### config.mk
export PLATFORM = sky130hd
export DESIGN_NAME = tmr_chan
export DESIGN_NICKNAME = d
export VERILOG_FILES = /design/src/rtl/tmr_chan.sv
export SDC_FILE = /design/constraint.sdc
export NUM_CORES = 1
export LEC_CHECK = 0
export BUFFER_PORTS_ARGS = -buffer_cell sky130_fd_sc_hd__buf_2
export CORE_MARGIN = 4
export CORE_UTILIZATION = 45
export CTS_CLUSTER_SIZE = 28
export DETAILED_ROUTE_END_ITERATION = 6
export GPL_TIMING_DRIVEN = 0
export MAX_ROUTING_LAYER = met4
export SLEW_MARGIN = 40
export SYNTH_ARGS = -nofsm -noshare
export SYNTH_HDL_FRONTEND = slang
export SYNTH_SLANG_ARGS = --single-unit
### constraint.sdc
create_clock -name clk -period 6.4 [get_ports clk]
set_input_delay 0.96 -clock clk [delete_from_list [all_inputs] [get_ports clk]]
set_output_delay 0.96 -clock clk [all_outputs]
set_load 0.05 [all_outputs]
### src/rtl/tmr_chan.sv
module tmr_chan #(
  parameter int W    = 16,
  parameter int DIVW = 10
) (
  input  logic         clk,
  input  logic         rst_n,
  input  logic         bus_wr,
  input  logic [2:0]   bus_addr,
  input  logic [W-1:0] bus_wdata,
  output logic [W-1:0] bus_rdata,
  input  logic         ext_a,
  input  logic         ext_c,
  input  logic         casc_in,
  input  logic         sync_en,
  input  logic         sync_clr_in,
  output logic         ovf_pulse,
  output logic [3:0]   match
);

  localparam int NGR = 4;

  logic [6:0]      ctrl;
  logic [W-1:0]    gr [NGR];
  logic [W-1:0]    cnt;
  logic [DIVW-1:0] div;
  logic [1:0]      sa, sc;
  logic            pa, pc;

  wire [2:0] src = ctrl[2:0];
  wire [1:0] edg = ctrl[4:3];
  wire [1:0] clr = ctrl[6:5];

  wire t4  = &div[1:0];
  wire t16 = &div[3:0];
  wire t64 = &div[5:0];
  wire t1k = &div[9:0];

  wire xs     = src[0] ? sc[1] : sa[1];
  wire xp     = src[0] ? pc : pa;
  wire rise   = xs & ~xp;
  wire fall   = ~xs & xp;
  wire ext_ev = edg[1] ? (rise | fall) : (edg[0] ? fall : rise);

  logic cnt_ev;
  always_comb begin
    case (src)
      3'b000:  cnt_ev = 1'b1;
      3'b001:  cnt_ev = t4;
      3'b010:  cnt_ev = t16;
      3'b011:  cnt_ev = t64;
      3'b110:  cnt_ev = t1k;
      3'b111:  cnt_ev = casc_in;
      default: cnt_ev = ext_ev;
    endcase
  end

  wire hit    = (clr == 2'b01 && cnt == gr[0]) || (clr == 2'b10 && cnt == gr[1]);
  wire sclr   = (clr == 2'b11) && sync_en && sync_clr_in;
  wire cnt_wr = bus_wr && bus_addr == 3'd1;

  always_ff @(posedge clk or negedge rst_n) begin
    if (!rst_n) begin
      div <= '0;
      sa  <= '0;
      sc  <= '0;
      pa  <= 1'b0;
      pc  <= 1'b0;
    end else begin
      div <= div + 1'b1;
      sa  <= {sa[0], ext_a};
      sc  <= {sc[0], ext_c};
      pa  <= sa[1];
      pc  <= sc[1];
    end
  end

  always_ff @(posedge clk or negedge rst_n) begin
    if (!rst_n) begin
      ctrl <= '0;
      for (int i = 0; i < NGR; i++) gr[i] <= '1;
    end else if (bus_wr) begin
      if (bus_addr == 3'd0) ctrl <= bus_wdata[6:0];
      for (int i = 0; i < NGR; i++)
        if (bus_addr == 3'(i + 2)) gr[i] <= bus_wdata;
    end
  end

  always_ff @(posedge clk or negedge rst_n) begin
    if (!rst_n) begin
      cnt       <= '0;
      ovf_pulse <= 1'b0;
      match     <= '0;
    end else begin
      if (cnt_wr)      cnt <= bus_wdata;
      else if (sclr)   cnt <= '0;
      else if (cnt_ev) cnt <= hit ? '0 : cnt + 1'b1;
      ovf_pulse <= !cnt_wr && !sclr && cnt_ev && !hit && (&cnt);
      for (int i = 0; i < NGR; i++) match[i] <= cnt_ev && (cnt == gr[i]);
    end
  end

  always_comb begin
    case (bus_addr)
      3'd0:    bus_rdata = {{(W-7){1'b0}}, ctrl};
      3'd1:    bus_rdata = cnt;
      3'd2:    bus_rdata = gr[0];
      3'd3:    bus_rdata = gr[1];
      3'd4:    bus_rdata = gr[2];
      3'd5:    bus_rdata = gr[3];
      default: bus_rdata = '0;
    endcase
  end

  p_write_wins_r10: assert property (@(posedge clk) disable iff (!rst_n)
    cnt_wr |=> cnt == $past(bus_wdata));

  p_sync_clear_r8: assert property (@(posedge clk) disable iff (!rst_n)
    (sclr && !cnt_wr) |=> cnt == '0);

  p_match_clear_r7: assert property (@(posedge clk) disable iff (!rst_n)
    (cnt_ev && hit && !cnt_wr && !sclr) |=> cnt == '0);

  p_step_r3: assert property (@(posedge clk) disable iff (!rst_n)
    (cnt_ev && !hit && !cnt_wr && !sclr) |=> cnt == W'($past(cnt) + 1'b1));

  p_hold_r5: assert property (@(posedge clk) disable iff (!rst_n)
    (!cnt_ev && !cnt_wr && !sclr) |=> $stable(cnt));

  p_ovf_zero_r6: assert property (@(posedge clk) disable iff (!rst_n)
    ovf_pulse |-> cnt == '0);

endmodule

# Word level (Yosys, flattened, before mapping)
# Cells that the tools add are included.
[op_classes]
n_addsub = 2
mul = 0
n_div = 0
n_lt_le_gt_ge = 0
n_eq_ne = 17
n_shift = 0
mux = 10
bitwise = 5
n_reduce_logical = 30
[op_table]
columns = ["cell", "count"]
rows = [
  ["case mux 16 bit (6 select lines)", 1],
  ["equality test 16 bit", 4],
  ["two-way mux 16 bit", 4],
  ["adder 16 x 1 -> 16 bit (second input constant)", 1],
  ["AND reduction 16 bit", 1],
  ["logical AND 1 bit", 13],
  ["equality test 3 x 2 -> 1 bit (second input constant)", 4],
  ["equality test 3 bit (second input constant)", 4],
  ["AND reduction 2 bit", 6],
  ["adder 10 x 1 -> 10 bit (second input constant)", 1],
  ["AND reduction 10 bit", 1],
  ["equality test 3 x 1 -> 1 bit (second input constant)", 2],
  ["zero test 3 bit", 2],
  ["case mux 1 bit (6 select lines)", 1],
  ["AND reduction 6 bit", 1],
  ["equality test 2 bit (second input constant)", 2],
  ["two-way mux 1 bit", 4],
  ["AND reduction 4 bit", 1],
  ["zero test 1 bit", 3],
  ["nonzero test 3 bit", 1],
  ["bitwise AND 1 bit", 2],
  ["equality test 2 x 1 -> 1 bit (second input constant)", 1],
  ["inverter 1 bit", 2],
  ["logical OR 1 bit", 1],
  ["OR 1 bit", 1],
]
[totals]
regBits = 108
latch_bits = 0
mem_bits_rw = 0
rom_bits = 0
input_bits = 27
elab_cells = 77
n_memories = 0

# Longest topological paths before layout
# Gate-level depths: netlist of run 1.
[logic_depth]
word_depth = 9
ltp_mapped = 12
ltp_nobuf = 9

# Worst setup path after synthesis of run 1
# Ideal clock, no wire load.
[synth_timing]
kind = "input -> output"
startpoint = "input port bus_addr[0]"
endpoint = "output port bus_rdata[5]"
t_arrival_ns = 2.853
t_required_ns = 5.440
path_slack_ns = 2.587
stages = 4
n_path_buf = 2
cell_sequence = "buf_2 buf_1 mux2i_1 o32ai_1"
[synth_via]
elab_chain_len = 2
[synth_rtl]
columns = ["item", "line", "rtl"]
rows = [
  ["start, declared", "8", "input logic [2:0] bus_addr,"],
  ["equality test 3 bit, or another cell as far along", "103", "case (bus_addr)"],
  ["case mux 16 bit (6 select lines) (*)", "103", ""],
  ["end, declared", "10", "output logic [W-1:0] bus_rdata,"],
]
# Mark *: on every way between the ends. The rest lies on a longest branch, timed or not.

# Worst setup path after layout of run 1
[layout_timing]
startpoint = "input port bus_addr[1]"
endpoint = "output port bus_rdata[11]"
# Same word-level chain as after synthesis.

==> metrics.csv, run 1 <==
metric,value,unit
cp_data_arrival_time,2.92,ns
ioPinCount,48,
antenna_found_initial,0,
grt_start_max_net_pins,78,
finClkSkew,0.00796,ns
tightestPinTransition,0.796,ns
report.final.slew_viol_count,0,
status,"finished, final reports clean",
leak,2.89,nW
vias_per_cell,5.96,
final_nets,644,
place.detailed.instances,778,
fp-row-count,42,
ctsRootBufferMaster,sky130_fd_sc_hd__clkbuf_16,
route.vias.total,4734,
synth-compound-area-share,0.0836,
cts_hold_repair.buffers,0,
synth_async_sr_flop_share,1.00,
power_per_standard_cell_area,380,nW/µm²
htree_levels,3,
final_cell_area,6980,µm²
design.die.area,15700,µm²
number_of_standard_cells_in_the_layout_taps_in_and_fillers_out,794,
setup-tns-final,0,ns
drive_above_1_share,0.395,
worst_slew_margin_rel,0.470,
synth-edff-count,0,
synth.net_count,587,
path_max_fanout,10,
cap_viol_max_count,0,
worst_setup_path_start_kind,primary input,
worst_setup_path_end_kind,output pin,
numCtsBuffers,9,
combinational_family_with_the_most_area_after_synthesis,multiplexers,
hpwlAfterDp,12800,µm
max-clock-path-buffers,2,
clk_latency,0.36,ns
yosys-top-cells-area,"sky130_fd_sc_hd__dfstp_2 (27%), sky130_fd_sc_hd__dfrtp_1 (18%), sky130_fd_sc_hd__mux2_2 (14%)",
fmax,258,MHz
grtUsageTotal,0.227,
timing.setup.critical_path_class,in2out,
setup_violations,0,
clock_sink_total,108,
required_time_of_the_worst_setup_path,5.44,ns
detail_route.drc_violations,0,
overflow,0,
quantity_of_i_o_buffers_inserted_on_ports,45,
rsz0062_at_grt,false,
ys.warnings.count,0,
synthesized_area_fraction_occupied_by_xor_and_xnor_cells,0.102,
peakVddDrop,151,µV
synth_seq_cells,108,
post_cts.resized_instances,0,
final_antenna_net_count,0,
drt-pass1-iter-count,5,
syn_avg_cell_area,11.1,µm²
chipWidth,125,µm
syn-instance-count,556,
synth.top_cells.by_count,"sky130_fd_sc_hd__mux2_2 (79), sky130_fd_sc_hd__dfstp_2 (64), sky130_fd_sc_hd__dfrtp_1 (44)",
synth.area.mux_share,0.183,
place_congestion,0.912,
start_util,0.463,
clk_pin_slew_worst_paths,0.07,ns
grt_first_pass_wirelength,26800,µm
cts.repair_timing.setup_buffer_count,0,
detail_route.iter0.violations,423,
chipHeight,125,µm
first_global_vias,4810,
wirelength,17300,µm
yosys.area.top_type,sky130_fd_sc_hd__dfstp_2,
antenna_cells,0,
holdCritPathClass,reg2reg,
synth_sequential_area_ratio,0.450,
synth.top_cell.area_share,0.272,
dominant_register_cell_in_the_synthesized_netlist,sky130_fd_sc_hd__dfstp_2,
synthSimpleGateAreaFrac,0.123,
synth.most_common_cell,sky130_fd_sc_hd__mux2_2,
min_period_over_period,0.606,
placedInstanceArea,6670,µm²
mappedNetlistArea,6180,µm²
worst_hold_slack,0.355,ns
finalHoldViolCount,0,
synth_adder_area_share,0.00810,
period_minus_slack,3.88,ns
synth_cell_types,56,
tritoncts_clock_tree,done,
wl_per_cell,21.8,µm
area.growth.synth_to_final,12.9,%
core_area,13300,µm²
final_core_util,0.523,
[flip-flops by register name (all words and copies together) (netlist names)]
register and count:
cnt 16, ctrl 7, div 10, gr 64, match 4, ovf_pulse 1, pa 1, pc 1
sa 2, sc 2
[area by class of cell]
type | instances | area [µm²]
fill | 1247 | 6370
tap | 176 | 220
buffer | 43 | 224
sequential | 108 | 2780
clock buffer | 10 | 239
inverter | 22 | 82.6
multi-input combinational | 383 | 3110
clock inverter | 6 | 62.6
timing repair buffer | 46 | 263
[layout by cell type, fill, tap and decap left out, drive strengths merged, types with 3 or more instances in the layout]
cell     n
a21oi    5
a22oi   14
a31oi   14
buf     79
clkbuf  20
clkinv   5
dfrtp   44
dfstp   64
ha       4
inv     22
mux2    79
mux2i   22
nand2   28
nand2b   4
nand3   19
nand4   21
nand4b   3
nor2    17
nor2b    8
nor3     4
nor4    12
o211ai   3
o21ai    3
o221ai  14
o22ai   11
or3      3
xnor2   35
xor2    37
[kinds of logic after synthesis]
family	Yosys count
buffers and inverters	65
xor gates and xnor gates	72
AOI/OAI and AO/OA	72
muxes	102
DFF	108
and+or+nand+nor	133
adders and majority gates	4
[power by group]
group / internal (mW) / leakage (nW) / switching, mW
logic: 0.431 / 1.52 / 0.620
clock network: 0.314 / 0.153 / 0.259
registers: 0.901 / 1.21 / 0.127
total: 1.65 / 2.89 / 1.01
[worst paths after layout]
check | startpoint | endpoint | slack [ns] | cells after the start
min in group asynchronous | rst_n | div[3]$_DFF_PN0_ | 0.45 | 1
max reg2reg | cnt[5]$_DFFE_PN0P_ | cnt[10]$_DFFE_PN0P_ | 3.78 | 8
max | bus_addr[1] | bus_rdata[11] | 2.52 | 6
min | sc[0]$_DFF_PN0_ | sc[1]$_DFF_PN0_ | 0.35 | 0
min reg2reg | sc[0]$_DFF_PN0_ | sc[1]$_DFF_PN0_ | 0.35 | 0
max in group asynchronous | rst_n | gr[55]$_DFFE_PN1P_ | 5.25 | 2
[through the flow]
stage               setup slack [ns]  power [mW]
global placement                2.54        2.05
finish                          2.52        2.65
global route                    2.44        2.78
CTS                             2.56        2.65
detailed placement              2.56        2.07
floorplan                       2.59        1.77
[per-layer routing]
layer / vias to the layer above / part of all wire / global-route usage
met3: 34 / 0.047 / 0.0354
met4: 0 / 0.025 / 0.0740
met5: - / 0 / -
met2: 146 / 0.48 / 0.371
li1: 2136 / - / -
met1: 2418 / 0.44 / 0.290
[worst max-delay path, stage by stage]
cell and delay [ns]:
sky130_fd_sc_hd__buf_2 0.21, sky130_fd_sc_hd__clkbuf_1 0.53, sky130_fd_sc_hd__buf_1 0.54, sky130_fd_sc_hd__a22oi_1 0.15, sky130_fd_sc_hd__o22ai_1 0.20, sky130_fd_sc_hd__buf_2 0.30
No activity file was read; power rests on OpenSTA's default activity.
==> inputs of run 2 (changes only) <==
- PLACE_DENSITY: unset -> 0.65
- clock period: 6.4 -> 3.5 ns (I/O delays scaled with it)
==> metrics.csv, run 2 (synthesis gave the netlist of run 1 again) <==
metric,value,unit,change
status,"finished, final reports clean",,unchanged
vias_per_cell,5.90,,was 5.96
grt_start_max_net_pins,77,,was 78
final_nets,644,,unchanged
start_util,0.463,,unchanged
largest_registers_ranked_by_flip_flop_count,"gr (64), cnt (16), div (10)",,unchanged
power_per_standard_cell_area,694,nW/µm²,was 380 nW/µm²
min_period_over_period,0.856,,
registers.top_by_ff_count,gr,,unchanged
overflow,0,,unchanged
finalHoldViolCount,0,,unchanged
antenna_cells,0,,unchanged
cp_data_arrival_time,2.47,ns,was 2.92 ns
cap_viol_max_count,0,,unchanged
path_max_fanout,10,,unchanged
ioPinCount,48,,unchanged
final_antenna_net_count,0,,unchanged
finClkSkew,0.00506,ns,was 0.00796 ns
flip_flop_count_of_the_largest_register_all_copies_and_words_added,64,,unchanged
grtUsageTotal,0.228,,was 0.227
worst_setup_path_end_kind,output pin,,unchanged
drt-pass1-iter-count,5,,unchanged
worst_slew_margin_rel,0.413,,was 0.470
tightestPinTransition,0.878,ns,was 0.796 ns
leak,2.88,nW,was 2.89 nW
wirelength,17000,µm,"was 17,300 µm"
rsz0062_at_grt,false,,unchanged
clk_latency,0.36,ns,about the same
final.fill_count,1228,,"was 1,247"
drive_above_1_share,0.390,,was 0.395
quantity_of_i_o_buffers_inserted_on_ports,45,,unchanged
final_core_util,0.522,,was 0.523
fp-row-count,42,,unchanged
antenna_found_initial,0,,unchanged
clk_pin_slew_worst_paths,0.07,ns,about the same
hpwlAfterDp,12400,µm,"was 12,800 µm"
route.vias.total,4684,,"was 4,734"
core_area,13300,µm²,unchanged
htree_levels,3,,unchanged
worst_setup_path_start_kind,primary input,,unchanged
place_congestion,0.928,,was 0.912
holdCritPathClass,in2async,,was reg2reg
period_minus_slack,3.00,ns,
timing.setup.critical_path_class,in2out,,unchanged
design.die.area,15700,µm²,unchanged
fmax,334,MHz,
detail_route.iter0.violations,387,,was 423
report.final.slew_viol_count,0,,unchanged
setup_violations,0,,unchanged
chipWidth,125,µm,unchanged
top_library_cells_by_usage_in_the_layout_fill_and_taps_aside,"sky130_fd_sc_hd__mux2_2 (79), sky130_fd_sc_hd__dfstp_2 (64), sky130_fd_sc_hd__buf_2 (63)",,unchanged
max-clock-path-buffers,2,,unchanged
area.growth.synth_to_final,12.7,%,was 12.9%
final_common_cell,sky130_fd_sc_hd__mux2_2,,unchanged
tritoncts_clock_tree,done,,unchanged
first_global_vias,4956,,"was 4,810"
required_time_of_the_worst_setup_path,2.97,ns,was 5.44 ns
peakVddDrop,444,µV,was 151 µV
cts_hold_repair.buffers,0,,unchanged
setup-tns-final,0,ns,unchanged
clock_sink_total,108,,unchanged
detail_route.drc_violations,0,,unchanged
numCtsBuffers,9,,unchanged
chipHeight,125,µm,unchanged
post_cts.resized_instances,0,,unchanged
wl_per_cell,21.5,µm,was 21.8 µm
grt_first_pass_wirelength,27100,µm,"was 26,800 µm"
ctsRootBufferMaster,sky130_fd_sc_hd__clkbuf_16,,unchanged
cts.repair_timing.setup_buffer_count,0,,unchanged
run 2: final timing paths:
path | from | end | slack [ns] | cells past startpoint
min | rst_n | gr[32]$_DFFE_PN1P_ | 0.25 | 1
min in group clk | ext_c | sc[0]$_DFF_PN0_ | 0.27 | 1
max in group asynchronous | rst_n | gr[40]$_DFFE_PN1P_ | 2.78 | 2
min reg2reg | sa[0]$_DFF_PN0_ | sa[1]$_DFF_PN0_ | 0.35 | 0
max reg2reg | ctrl[0]$_DFFE_PN0P_ | cnt[10]$_DFFE_PN0P_ | 0.99 | 11
max | bus_addr[2] | bus_rdata[4] | 0.50 | 6
run 2: cell type report:
class	count	area [µm²]	share of cell area
clock inverter	5	51.3	0.00736
tap	176	220	0.0316
buffer	43	224	0.0321
timing repair buffer	46	263	0.0377
inverter	22	82.6	0.0119
sequential	108	2780	0.399
multi-input combinational	383	3100	0.445
clock buffer	11	243	0.0348
run 2: routing by layer:
layer / wire length (µm) / share of wire / GRT usage / vias to the layer above
met5: 0 / 0 / - / -
met2: 8420 / 0.49 / 0.363 / 143
met4: 333 / 0.020 / 0.0829 / 0
met3: 874 / 0.051 / 0.0465 / 27
met1: 7410 / 0.43 / 0.291 / 2389
li1: - / - / - / 2125
run 2: through the flow:
step                      total power [mW]  hold WS (ns)  std cells  area, µm²  worst slack, ns
final                                 4.84         0.254        794       6970            0.504
after CTS                             4.83         0.264        794       6960            0.568
after detailed placement              3.78         0.337        778       6660            0.584
after global routing                  5.08         0.256        794       6970            0.447
after floorplan                       3.25         0.229        556       6180            0.557
after global placement                3.73         0.337        777       6630            0.594
run 2: worst max-delay path, stage by stage:
cell and delay [ns]:
sky130_fd_sc_hd__buf_2 0.19, sky130_fd_sc_hd__buf_2 0.28, sky130_fd_sc_hd__buf_1 0.47, sky130_fd_sc_hd__buf_1 0.52
sky130_fd_sc_hd__o22ai_1 0.22, sky130_fd_sc_hd__buf_2 0.26
run 2: report_power, final:
part | switching, mW | total [mW] | internal (mW)
clock network | 0.455 | 1.03 | 0.570
logic | 1.15 | 1.94 | 0.787
registers | 0.225 | 1.87 | 1.65
==> inputs of run 3 (changes only) <==
- CORE_ASPECT_RATIO: unset -> 1.75
==> metrics.csv, run 3 (synthesis gave the netlist of run 1 again) <==
metric,value,unit,change
peakVddDrop,355,µV,was 444 µV
htree_levels,3,,unchanged
cts.repair_timing.setup_buffer_count,0,,unchanged
detail_route.iter0.violations,389,,was 387
worst_setup_path_start_kind,primary input,,unchanged
final.fill_count,1264,,"was 1,228"
min_period_over_period,0.905,,was 0.856
ctsRootBufferMaster,sky130_fd_sc_hd__clkbuf_16,,unchanged
reg2reg_setup_slack,0.81,ns,was 0.99 ns
path_buf_inv,5,,unchanged
place_congestion,0.968,,was 0.928
final_common_cell,sky130_fd_sc_hd__mux2_2,,unchanged
antenna_cells,0,,unchanged
fmax,316,MHz,was 334 MHz
cp_common_cell,sky130_fd_sc_hd__buf_2,,unchanged
grt_start_max_net_pins,61,,was 77
grtUsageTotal,0.254,,was 0.228
flip_flop_count_of_the_largest_register_all_copies_and_words_added,64,,unchanged
fp-row-count,56,,was 42
worst_setup_path_end_kind,output pin,,unchanged
wl_per_cell,23.3,µm,was 21.5 µm
clock_sink_total,108,,unchanged
regToRegStartpoint,ctrl[0]$_DFFE_PN0P_,,unchanged
start_util,0.459,,was 0.463
setup-tns-final,0,ns,unchanged
finalHoldViolCount,0,,unchanged
numCtsBuffers,9,,unchanged
leak,2.89,nW,was 2.88 nW
worst_slew_margin_rel,0.434,,was 0.413
quantity_of_i_o_buffers_inserted_on_ports,45,,unchanged
drive_above_1_share,0.396,,was 0.390
status,"finished, final reports clean",,unchanged
cpMaxStageDelayCell,sky130_fd_sc_hd__buf_1,,unchanged
report.final.slew_viol_count,0,,unchanged
final_antenna_net_count,0,,unchanged
vias_per_cell,5.94,,was 5.90
cp_top_family,buffers and inverters,,unchanged
route.vias.total,4701,,"was 4,684"
power_per_standard_cell_area,709,nW/µm²,was 694 nW/µm²
grt_first_pass_wirelength,28100,µm,"was 27,100 µm"
timing.setup.critical_path_class,in2out,,unchanged
finClkSkew,0.00924,ns,was 0.00506 ns
worst_r2r_endpoint,cnt[4]$_DFFE_PN0P_,,was cnt[10]$_DFFE_PN0P_
chipHeight,163,µm,was 125 µm
cp_data_arrival_time,2.64,ns,was 2.47 ns
rsz0062_at_grt,false,,unchanged
top_library_cells_by_usage_in_the_layout_fill_and_taps_aside,"sky130_fd_sc_hd__mux2_2 (79), sky130_fd_sc_hd__buf_2 (64), sky130_fd_sc_hd__dfstp_2 (64)",,"was sky130_fd_sc_hd__mux2_2 (79), sky130_fd_sc_hd__dfstp_2 (64), sky130_fd_sc_hd__buf_2 (63)"
post_cts.resized_instances,0,,unchanged
wirelength,18400,µm,"was 17,000 µm"
critical-path-max-stage-delay,0.68,ns,was 0.52 ns
timing.critical_path.cells,buf_2 -> buf_2 -> buf_1 -> buf_1 -> o22ai_1 -> buf_2,,unchanged
chipWidth,96.6,µm,was 125 µm
overflow,0,,unchanged
sequential_cell_area,2780,µm²,unchanged
setup_violations,0,,unchanged
registers.top_by_ff_count,gr,,unchanged
max-clock-path-buffers,2,,unchanged
holdCritPathClass,in2async,,unchanged
required_time_of_the_worst_setup_path,2.97,ns,about the same
detail_route.drc_violations,0,,unchanged
tightestPinTransition,0.850,ns,was 0.878 ns
clk_latency,0.36,ns,about the same
largest_registers_ranked_by_flip_flop_count,"gr (64), cnt (16), div (10)",,unchanged
core_area,13500,µm²,"was 13,300 µm²"
antenna_found_initial,0,,unchanged
cts_hold_repair.buffers,0,,unchanged
clk_pin_slew_worst_paths,0.07,ns,about the same
path_max_fanout,10,,unchanged
drt-pass1-iter-count,5,,unchanged
timing.reg2reg.worst_path_depth,9,,was 11
period_minus_slack,3.17,ns,was 3.00 ns
first_global_vias,4832,,"was 4,956"
design.die.area,15700,µm²,about the same
tritoncts_clock_tree,done,,unchanged
final_nets,644,,unchanged
cell_depth_of_the_worst_setup_path,6,,unchanged
place_worst_setup_slack,0.355,ns,was 0.584 ns
ioPinCount,48,,unchanged
multi_input_comb_area,3110,µm²,was 3100 µm²
hpwlAfterDp,13800,µm,"was 12,400 µm"
cap_viol_max_count,0,,unchanged
area.growth.synth_to_final,13.0,%,was 12.7%
fin_ws,0.333,ns,was 0.504 ns
run 3: changes by cell type in the layout (fill, tap and decap cells not counted):
cell / previous run / this run
sky130_fd_sc_hd__clkinv_1: 2 / 1
sky130_fd_sc_hd__clkbuf_1: 10 / 9
sky130_fd_sc_hd__nor3b_2: 0 / 1
sky130_fd_sc_hd__buf_1: 6 / 5
sky130_fd_sc_hd__inv_6: 0 / 3
sky130_fd_sc_hd__buf_2: 63 / 64
sky130_fd_sc_hd__clkinv_2: 2 / 1
sky130_fd_sc_hd__nor3b_1: 1 / 0
run 3: worst max path at each step:
stage           startpoint            to
2_1_floorplan  bus_addr[0]  bus_rdata[5]
3_3_place_gp   bus_addr[2]  bus_rdata[4]
3_5_place_dp   bus_addr[2]  bus_rdata[4]
4_1_cts        bus_addr[2]  bus_rdata[4]
5_1_grt        bus_addr[2]  bus_rdata[4]
6_report       bus_addr[2]  bus_rdata[2]
run 3: metrics by stage:
step	hold WS [ns]	cell area, µm²	utilization	power, mW	instances
2_1_floorplan	0.229	6180	-	3.25	556
3_3_place_gp	0.339	6620	0.492	3.83	775
3_5_place_dp	0.346	6680	0.496	3.87	776
4_1_cts	0.0822	6980	0.519	4.95	792
5_1_grt	0.0924	6980	0.519	5.17	792
6_report	0.0693	6980	0.519	4.95	792
run 3: layer usage:
metal,up-vias,wire (µm),track usage
met1,2356,6770,0.279
met5,-,0,-
met2,166,9970,0.438
li1,2123,-,-
met4,0,974,0.135
met3,56,732,0.0300
run 3: power breakdown:
part | internal, mW | leakage (nW) | switching, mW
Clock | 0.582 | 0.150 | 0.488
Combinational | 0.791 | 1.53 | 1.22
Sequential | 1.65 | 1.21 | 0.222
Total | 3.02 | 2.89 | 1.93
run 3: final cells by class:
type	count	area share
clock inverters	6	0.00985
plain buffers	43	0.0322
multi-input cells	383	0.445
repair buffers	46	0.0376
well taps	174	0.0312
clock buffers	10	0.0342
inverters	22	0.0118
flip-flops and latches	108	0.398
